`config.mk`:
```
export PLATFORM = sky130hd
export DESIGN_NAME = fa_aes_spi_buf
export DESIGN_NICKNAME = d
export VERILOG_FILES = /design/src/rtl/fa_aes_pkg.sv /design/src/rtl/fa_spi_link.sv /design/src/rtl/fa_frame_ctrl.sv /design/src/rtl/fa_state_regs.sv /design/src/rtl/fa_aes_spi_buf.sv
export SDC_FILE = /design/constraint.sdc
export NUM_CORES = 1
export LEC_CHECK = 0
export BUFFER_PORTS_ARGS = -buffer_cell sky130_fd_sc_hd__buf_2
export CAP_MARGIN = 0
export CORE_ASPECT_RATIO = 1.4
export CORE_MARGIN = 3
export CORE_UTILIZATION = 43
export CTS_CLUSTER_SIZE = 14
export DETAILED_ROUTE_END_ITERATION = 6
export GPL_TIMING_DRIVEN = 0
export HOLD_SLACK_MARGIN = 0.06
export PLACE_DENSITY = 0.67
export SLEW_MARGIN = 5
export SYNTH_ARGS = -nofsm -noshare
export SYNTH_HDL_FRONTEND = slang
export SYNTH_SLANG_ARGS = --single-unit
```
`constraint.sdc`:
```
create_clock -name clk -period 5.5 [get_ports clk]
set_input_delay 0.275 -clock clk [delete_from_list [all_inputs] [get_ports clk]]
set_output_delay 0.275 -clock clk [all_outputs]
set_load 0.05 [all_outputs]
```
`src/rtl/fa_aes_pkg.sv`:
```
package fa_aes_pkg;

  typedef enum logic [1:0] {PH_CMD, PH_ADDR, PH_DATA} phase_t;

  typedef enum logic [2:0] {RG_NONE, RG_STATUS, RG_CTRL, RG_MIRROR, RG_STATE} reg_kind_t;

  // Classify one window address.
  function automatic reg_kind_t classify(input logic [7:0] a, input logic [7:0] stat_a,
                                         input logic [7:0] ctrl_a, input logic [7:0] base_a,
                                         input logic [7:0] mir_a);
    if (a == stat_a)                  return RG_STATUS;
    else if (a == ctrl_a)             return RG_CTRL;
    else if (a == mir_a)              return RG_MIRROR;
    else if (a >= base_a && a < mir_a) return RG_STATE;
    else                              return RG_NONE;
  endfunction

  // Status byte: busy in the top bit.
  function automatic logic [7:0] status_of(input logic busy);
    return {busy, 7'd0};
  endfunction

  // Stored control value: the launch bit never persists.
  function automatic logic [7:0] strip_bit(input logic [7:0] v, input int bitpos);
    return v & ~(8'd1 << bitpos);
  endfunction

endpackage

```
`src/rtl/fa_spi_link.sv`:
```
module fa_spi_link #(
  parameter int SYNC_STAGES = 2
) (
  input  logic       clk,
  input  logic       rst_n,
  input  logic       sclk,
  input  logic       cs_n,
  input  logic       mosi,
  output logic       miso,
  output logic       sel,
  output logic       byte_done,
  output logic [7:0] rx_byte,
  input  logic [7:0] status_in,
  input  logic [7:0] tx_next
);
  logic [SYNC_STAGES-1:0] sclk_q, cs_q, mosi_q;
  logic sclk_d, cs_d;
  logic sclk_s, cs_s, mosi_s;
  logic rise, fall, open_evt;
  logic [2:0] bit_cnt;
  logic [6:0] rx_sh;
  logic [7:0] tx_sh;

  assign sclk_s = sclk_q[SYNC_STAGES-1];
  assign cs_s   = cs_q[SYNC_STAGES-1];
  assign mosi_s = mosi_q[SYNC_STAGES-1];

  always_ff @(posedge clk) begin
    if (!rst_n) begin
      sclk_q <= '0;
      cs_q   <= '1;
      mosi_q <= '0;
      sclk_d <= 1'b0;
      cs_d   <= 1'b1;
    end else begin
      sclk_q <= {sclk_q[SYNC_STAGES-2:0], sclk};
      cs_q   <= {cs_q[SYNC_STAGES-2:0], cs_n};
      mosi_q <= {mosi_q[SYNC_STAGES-2:0], mosi};
      sclk_d <= sclk_s;
      cs_d   <= cs_s;
    end
  end

  assign sel      = ~cs_s;
  assign rise     = sel & sclk_s & ~sclk_d;
  assign fall     = sel & ~sclk_s & sclk_d;
  assign open_evt = ~cs_s & cs_d;

  always_ff @(posedge clk) begin
    if (!rst_n) begin
      bit_cnt   <= '0;
      rx_sh     <= '0;
      rx_byte   <= '0;
      byte_done <= 1'b0;
      tx_sh     <= '0;
    end else begin
      byte_done <= 1'b0;
      if (!sel) begin
        bit_cnt <= '0;
      end else if (rise) begin
        rx_sh   <= {rx_sh[5:0], mosi_s};
        bit_cnt <= bit_cnt + 3'd1;
        if (bit_cnt == 3'd7) begin
          byte_done <= 1'b1;
          rx_byte   <= {rx_sh, mosi_s};
        end
      end
      if (open_evt)                      tx_sh <= status_in;
      else if (byte_done)                tx_sh <= tx_next;
      else if (fall && bit_cnt != 3'd0)  tx_sh <= {tx_sh[6:0], 1'b0};
    end
  end

  assign miso = sel & tx_sh[7];
endmodule

```
`src/rtl/fa_frame_ctrl.sv`:
```
module fa_frame_ctrl
  import fa_aes_pkg::*;
#(
  parameter logic [7:0] CMD_WR = 8'h60
) (
  input  logic       clk,
  input  logic       rst_n,
  input  logic       sel,
  input  logic       byte_done,
  input  logic [7:0] rx_byte,
  input  logic [7:0] rd_data,
  output logic       wr_en,
  output logic [7:0] wr_addr,
  output logic [7:0] wr_data,
  output logic [7:0] rd_addr,
  output logic [7:0] tx_next
);
  phase_t     phase;
  logic       is_write;
  logic [7:0] addr;

  assign rd_addr = addr;
  assign wr_addr = addr;
  assign wr_data = rx_byte;
  assign tx_next = (phase == PH_DATA) ? rd_data : 8'h00;
  assign wr_en   = sel && byte_done && phase == PH_DATA && is_write;

  always_ff @(posedge clk) begin
    if (!rst_n) begin
      phase    <= PH_CMD;
      is_write <= 1'b0;
      addr     <= '0;
    end else if (!sel) begin
      phase    <= PH_CMD;
      is_write <= 1'b0;
    end else if (byte_done) begin
      unique case (phase)
        PH_CMD: begin
          is_write <= (rx_byte == CMD_WR);
          phase    <= PH_ADDR;
        end
        PH_ADDR: begin
          addr  <= rx_byte;
          phase <= PH_DATA;
        end
        default: addr <= addr + 8'd1;
      endcase
    end
  end
endmodule

```
`src/rtl/fa_state_regs.sv`:
```
module fa_state_regs
  import fa_aes_pkg::*;
#(
  parameter int         NBYTES      = 16,
  parameter logic [7:0] STATUS_ADDR = 8'h82,
  parameter logic [7:0] CTRL_ADDR   = 8'h83,
  parameter logic [7:0] BASE_ADDR   = 8'h84,
  parameter int         START_BIT   = 7,
  localparam int        DATA_W      = 8 * NBYTES,
  localparam logic [7:0] MIRROR_ADDR = BASE_ADDR + 8'(NBYTES)
) (
  input  logic              clk,
  input  logic              rst_n,
  input  logic              wr_en,
  input  logic [7:0]        wr_addr,
  input  logic [7:0]        wr_data,
  input  logic [7:0]        rd_addr,
  input  logic              eng_busy,
  input  logic              eng_done,
  input  logic [DATA_W-1:0] eng_result,
  output logic [7:0]        rd_data,
  output logic [7:0]        status_byte,
  output logic [DATA_W-1:0] state_flat,
  output logic [7:0]        ctrl_q,
  output logic              run_start
);
  logic [7:0] buf_q [NBYTES];
  reg_kind_t  wr_kind, rd_kind;

  assign status_byte = status_of(eng_busy);
  assign wr_kind = classify(wr_addr, STATUS_ADDR, CTRL_ADDR, BASE_ADDR, MIRROR_ADDR);
  assign rd_kind = classify(rd_addr, STATUS_ADDR, CTRL_ADDR, BASE_ADDR, MIRROR_ADDR);

  for (genvar i = 0; i < NBYTES; i++) begin : g_byte
    logic hit;
    assign hit = wr_en && (wr_addr == BASE_ADDR + 8'(i));
    always_ff @(posedge clk) begin
      if (!rst_n)        buf_q[i] <= '0;
      else if (hit)      buf_q[i] <= wr_data;
      else if (eng_done) buf_q[i] <= eng_result[8*i +: 8];
    end
    assign state_flat[8*i +: 8] = buf_q[i];
  end

  always_ff @(posedge clk) begin
    if (!rst_n) begin
      ctrl_q    <= '0;
      run_start <= 1'b0;
    end else begin
      if (wr_en && (wr_kind == RG_CTRL || wr_kind == RG_MIRROR))
        ctrl_q <= strip_bit(wr_data, START_BIT);
      run_start <= wr_en && wr_kind == RG_MIRROR && wr_data[START_BIT] && !eng_busy;
    end
  end

  always_comb begin
    rd_data = 8'h00;
    unique case (rd_kind)
      RG_STATUS:           rd_data = status_byte;
      RG_CTRL, RG_MIRROR:  rd_data = ctrl_q;
      RG_STATE: begin
        for (int i = 0; i < NBYTES; i++)
          if (rd_addr == BASE_ADDR + 8'(i)) rd_data = buf_q[i];
      end
      default:             rd_data = 8'h00;
    endcase
  end
endmodule

```
`src/rtl/fa_aes_spi_buf.sv`:
```
module fa_aes_spi_buf #(
  parameter int         NBYTES      = 16,
  parameter logic [7:0] CMD_WR      = 8'h60,
  parameter logic [7:0] STATUS_ADDR = 8'h82,
  parameter logic [7:0] CTRL_ADDR   = 8'h83,
  parameter logic [7:0] BASE_ADDR   = 8'h84,
  parameter int         START_BIT   = 7,
  parameter int         MODE_BIT    = 0,
  parameter int         SYNC_STAGES = 2,
  localparam int        DATA_W      = 8 * NBYTES
) (
  input  logic              clk,
  input  logic              rst_n,
  input  logic              spi_sclk,
  input  logic              spi_cs_n,
  input  logic              spi_mosi,
  output logic              spi_miso,
  input  logic              eng_busy,
  input  logic              eng_done,
  input  logic [DATA_W-1:0] eng_result,
  output logic [DATA_W-1:0] eng_data,
  output logic              run_start,
  output logic              run_mode
);
  logic       sel, byte_done, wr_en;
  logic [7:0] rx_byte, status_byte, tx_next, rd_data, rd_addr, wr_addr, wr_data, ctrl_q;

  fa_spi_link #(.SYNC_STAGES(SYNC_STAGES)) link_i (
    .clk, .rst_n, .sclk(spi_sclk), .cs_n(spi_cs_n), .mosi(spi_mosi), .miso(spi_miso),
    .sel, .byte_done, .rx_byte, .status_in(status_byte), .tx_next
  );

  fa_frame_ctrl #(.CMD_WR(CMD_WR)) frame_i (
    .clk, .rst_n, .sel, .byte_done, .rx_byte, .rd_data,
    .wr_en, .wr_addr, .wr_data, .rd_addr, .tx_next
  );

  fa_state_regs #(
    .NBYTES(NBYTES), .STATUS_ADDR(STATUS_ADDR), .CTRL_ADDR(CTRL_ADDR),
    .BASE_ADDR(BASE_ADDR), .START_BIT(START_BIT)
  ) regs_i (
    .clk, .rst_n, .wr_en, .wr_addr, .wr_data, .rd_addr, .eng_busy, .eng_done,
    .eng_result, .rd_data, .status_byte, .state_flat(eng_data), .ctrl_q, .run_start
  );

  assign run_mode = ctrl_q[MODE_BIT];
endmodule

```
# Yosys cells after proc, flatten, opt, wreduce, memory -nomap -nowiden
# Memory sizes are Yosys's and may differ from the RTL's.
# Cells that the tools add are included.
word_totals:
  ff_bits: 54
  latch_bits: 0
  ram_bits: 128
  rom_bits: 0
  inputBits: 135
  output_inout_bits: 131
  elab_cells: 291
  memories: 1
memory_table:
  columns: ["memory", "words", "width", "rd", "rd_clocked_by_memory_dff", "write_ports", "line_no", "text"]
  rows:
  - ["regs_i.buf_q", 16, 8, 16, 0, 16, "fa_state_regs.sv:27", "logic [7:0] buf_q [NBYTES];"]
classes:
  add_sub_neg: 2
  mul: 0
  div: 0
  order_cmp: 2
  eq_ne: 27
  shifts: 0
  n_mux: 158
  bitwise: 44
  n_reduce_logical: 41
op_table:
  columns: ["cell", "n"]
  rows:
  - ["8-bit 2-to-1 mux", 52]
  - ["8-bit == test (second input constant)", 19]
  - ["1-bit 2-to-1 mux", 99]
  - ["1-bit OR", 32]
  - ["1-bit logical AND", 25]
  - ["8-bit case mux with 3 select lines", 1]
  - ["8-bit case mux with 2 select lines", 1]
  - ["3-bit 2-to-1 mux", 4]
  - ["8-bit by 1-bit adder with 8-bit output (second input constant)", 1]
  - ["8-bit by 7-bit == test with 1-bit output (second input constant)", 1]
  - ["8-bit >= comparator (second input constant)", 1]
  - ["8-bit less-than comparator (second input constant)", 1]
  - ["1-bit bitwise AND", 6]
  - ["3-bit by 2-bit == test with 1-bit output (second input constant)", 2]
  - ["3-bit == test (second input constant)", 2]
  - ["1-bit inverter", 6]
  - ["2-bit AND reduction", 3]
  - ["3-bit AND reduction", 2]
  - ["3-bit nonzero test", 2]
  - ["2-bit OR reduction", 3]
  - ["2-bit case mux with 2 select lines", 1]
  - ["2-bit nonzero test", 2]
  - ["3-bit by 1-bit adder with 3-bit output (second input constant)", 1]
  - ["3-bit by 1-bit == test with 1-bit output (second input constant)", 1]
  - ["other kinds (6)", 6]

# Depth between registers and ports, before layout
logic_depth:
  ltp_word: 21
  ltp_mapped: 11
  mapped_depth_nobuf: 8

# By module
# A second synthesis with hierarchy kept.
hier_totals:
  cells_unflattened: 909
  area_unflattened_um2: 9948.3
by_module_without_submodules:
  columns: ["module", "n_inst", "cells_each", "area_each_um2", "seq_area_each_um2"]
  rows:
  - ["fa_state_regs", 1, 661, 7587.3, 4003.8]
  - ["fa_spi_link", 1, 143, 1534.0, 700.7]
  - ["fa_frame_ctrl", 1, 105, 827.0, 220.2]

# Worst setup path before layout
# Ideal clock, no wire load.
synth_timing:
  path_kind: "reg-to-reg"
  startpoint: "register frame_i.addr[0], in the netlist frame_i.rd_addr[0]"
  endpoint: "memory regs_i.buf_q[13][0], in the netlist regs_i.buf_q[1][40] (enable)"
  setup_ps: 384
  t_arrival_ps: 2272
  required_ps: 5116
  setup_slack_ps: 2844
  stages_incl_launch_ff: 7
  path_buffers: 3
  cell_sequence: "dfxtp_1 ha_1 clkbuf_1 clkbuf_1 clkbuf_1 nand2_1 o21ai_0"
synth_rtl:
  columns: ["element", "line_no", "text"]
  rows:
  - ["start: declaration", "fa_frame_ctrl.sv:20", "logic [7:0] addr;"]
  - ["start signal: assignment", "fa_frame_ctrl.sv:43", "addr <= rx_byte;"]
  - ["start signal: assignment", "fa_frame_ctrl.sv:46", "default: addr <= addr + 8'd1;"]
  - ["end: declaration", "fa_state_regs.sv:27", null]

==> impl_metrics.json <==
{
  "outcome": "finished clean",
  "die-area_mm2": 0.0241,
  "final_max_slew_viol_count": 0,
  "hold_path_depth": 2,
  "grt_pass1_wl_um": 58600,
  "core_mm2": 0.0215,
  "async_flop_share_pct": 0,
  "met3_length_um": 3720,
  "rows": 63,
  "path_cells": "ha_1 -> clkbuf_1 -> clkbuf_1 -> clkbuf_1 -> nand2_1 -> o21ai_0",
  "crit_path_end_kind": "flip-flop",
  "hold_class": "in -> reg",
  "max_stage_delay_ns": 0.88,
  "fin_nets": 1366,
  "dpl.hpwl_um": 31500,
  "critPathMaxFanout": 10,
  "place.port_buffers": 264,
  "hold_viol_final": 0,
  "cts_root_buffer": "clkbuf_16",
  "start_kind": "flip-flop",
  "post-route-drc-count": 0,
  "place.gp.congestion": 0.991,
  "synth_edf_count": 128,
  "r2r-start": "frame_i.rd_addr[0]",
  "r2r-end": "regs_i.buf_q[1][46]",
  "rr_worst_depth": 6,
  "grt_pass1_vias": 9166,
  "fin_hold_ws_ns": 0.0836,
  "cpMostUsedCell": "clkbuf_1",
  "antenna_found_initial": 0,
  "clockBufferDepth": 2,
  "syn-cell-area_mm2": 0.00957,
  "synth.avg_cell_area_um2": 10.2,
  "power_density_mw_per_mm2": 281,
  "fin_skew_ns": 0.0114,
  "dieWidth_um": 132,
  "avgRoutedWirePerCell_um": 26.9,
  "postLayoutCellArea_mm2": 0.0119,
  "reg2reg_slack_ns": 1.57,
  "power_w": 0.00334,
  "fin_crit_ns": 3.93,
  "post-cts-setup-buffers": 0,
  "drt_iter0_drc": 1150,
  "tns_ns": 0,
  "setup_viol": 0,
  "htree_levels": 4,
  "ios": 266,
  "grt_max_degree": 20,
  "preCtsSetupSlack_ns": 1.65,
  "drive_above_1_share_pct": 26.1,
  "cap_violations": 0,
  "post_dp_cell_area_mm2": 0.0113,
  "fmax_ghz": 0.254,
  "grtUsageTotal_pct": 32.8,
  "synthesis.nets": 1080,
  "routed.top_layer": "met4",
  "firstDrtPassIters": 6,
  "synth_top_cells_by_area": "edfxtp_1, dfxtp_1, a22o_1",
  "rsz0062_at_grt": "false",
  "cts_resized": 0,
  "synth-seq-area-share_pct": 51.5,
  "required_ns": 5.57,
  "cts_made_buffers": 17,
  "area_growth_pct": 24.0,
  "synthCells": 938,
  "setup_ws_ns": 1.57,
  "min_from": "eng_busy",
  "path_clk_slew_ns": 0.08,
  "worstMarginPinSlew_ns": 1.28,
  "worst_skew_pair.late_latency_ns": 0.45,
  "slew_headroom_pct": 13.6,
  "crit_type": "reg -> reg",
  "cts.sinks": 182,
  "ys_seq_elements": 182,
  "min_to": "regs_i.run_start",
  "grt_overflow": 0,
  "ys_types": 73,
  "fin_crit_sh_pct": 71.5,
  "synthTopCellsByCount": "edfxtp_1, a22o_1, nand2_1",
  "vias": 9666,
  "ir_worst_vdd_v": 0.000207,
  "antennaDiodeCount": 0,
  "netlist.area_leader.share_pct": 40.2,
  "cp_slowest_cell": "o21ai_0",
  "yosys_warnings": 0,
  "drtAntennaViolNets": 0,
  "cts_tree": "built",
  "start_util_pct": 44.5,
  "m1WireLength_um": 15300,
  "synth.most_common_cell": "edfxtp_1",
  "worstPathArrival_ns": 4.01,
  "via_per_inst": 6.32,
  "die-height_um": 182,
  "wl_um": 41200,
  "met2_length_um": 20000,
  "leakage_nw": 4.61,
  "synthFlopType": "edfxtp_1",
  "synth_largest_area_cell": "edfxtp_1"
}
## critical path, delay by kind of cell (launching register included)
| family | cells | cell delay [ns] |
|---|---|---|
| AOI/OAI and AO/OA | 1 | 0.88 |
| adders and majority gates | 1 | 0.31 |
| buffers and inverters | 3 | 1.54 |
| DFF | 1 | 0.49 |
| and+or+nand+nor | 1 | 0.32 |
## per-layer routing
metal  up-vias  GRT usage [%]
met1      4655           38.9
met3       140           6.54
li1       4217              -
met5         -              0
met2       654           56.3
met4         0           16.7
## report_power, final
part / internal (W) / total (W) / switching, W
clock: 0.000617 / 0.00123 / 0.000611
combinational: 0.000126 / 0.000490 / 0.000364
sequential: 0.00155 / 0.00162 / 0.0000710
## flip-flops by register name (all words and copies together), names as in the netlist
register,flops
link_i.rx_byte,8
link_i.rx_sh,7
regs_i.run_start,1
regs_i.ctrl_q,7
link_i.byte_done,1
link_i.cs_d,1
regs_i.buf_q,128
frame_i.rd_addr,8
frame_i.is_write,1
link_i.sclk_d,1
link_i.tx_sh,8
link_i.mosi_q,2
link_i.sclk_q,2
frame_i.phase,2
link_i.cs_q,2
link_i.bit_cnt,3
## cell type report
type,count,area (um2)
plain buffers,74,304
clock buffers,19,443
clock inverters,13,136
fillers,1993,9660
inverters,17,63.8
multi-input cells,665,4270
flip-flops and latches,182,4920
well taps,292,365
repair buffers,267,1350
## how the worst max path moves through the flow
stage	start	end	slack, ns
3_5_place_dp	frame_i.rd_addr[0]	regs_i.buf_q[1][41]	1.65
3_3_place_gp	frame_i.rd_addr[0]	regs_i.buf_q[1][41]	1.76
4_1_cts	frame_i.rd_addr[0]	regs_i.buf_q[1][47]	1.65
6_report	frame_i.rd_addr[0]	regs_i.buf_q[1][46]	1.57
5_1_grt	frame_i.rd_addr[0]	regs_i.buf_q[1][47]	1.44
2_1_floorplan	frame_i.rd_addr[0]	regs_i.buf_q[1][40]	2.84
## per-stage QoR
stage,std cells,utilization [%]
floorplan,938,-
global placement,1494,52.3
detailed placement,1494,52.3
CTS,1529,55.1
global route,1529,55.1
finish,1529,55.1
## cell usage in the layout (no fill, tap or decap), types with 9 or more instances in the layout
cell type / count
clkbuf_16: 17
nor3_1: 11
nand2_1: 103
nor2_1: 42
a21oi_1: 57
dfxtp_1: 54
and3_1: 11
nand4_1: 12
nor2b_1: 19
a21boi_0: 22
nand3_1: 35
edfxtp_1: 128
o211ai_1: 9
o21ai_0: 51
nand2b_1: 16
and2_1: 12
buf_2: 267
a221oi_1: 11
a22o_1: 121
a31oi_1: 24
inv_1: 15
clkbuf_1: 62
## kinds of logic after synthesis
kind of cell | share of synthesized area, %
adder cells (fa/ha/maj) | 0.915
buffers and inverters | 3.85
flip-flops | 51.5
multiplexers | 0.837
AO/OA/AOI/OAI | 27.3
AND/OR/NAND/NOR | 15.5
XOR/XNOR | 0.0916
## what timing repair did
action | 4_1_cts | 5_1_grt
hold endpoints to repair | 3 | 0
hold buffers | 3 | 0
endpoints found under the setup margin | 0 | 0
(Power assumes the default switching activity.)
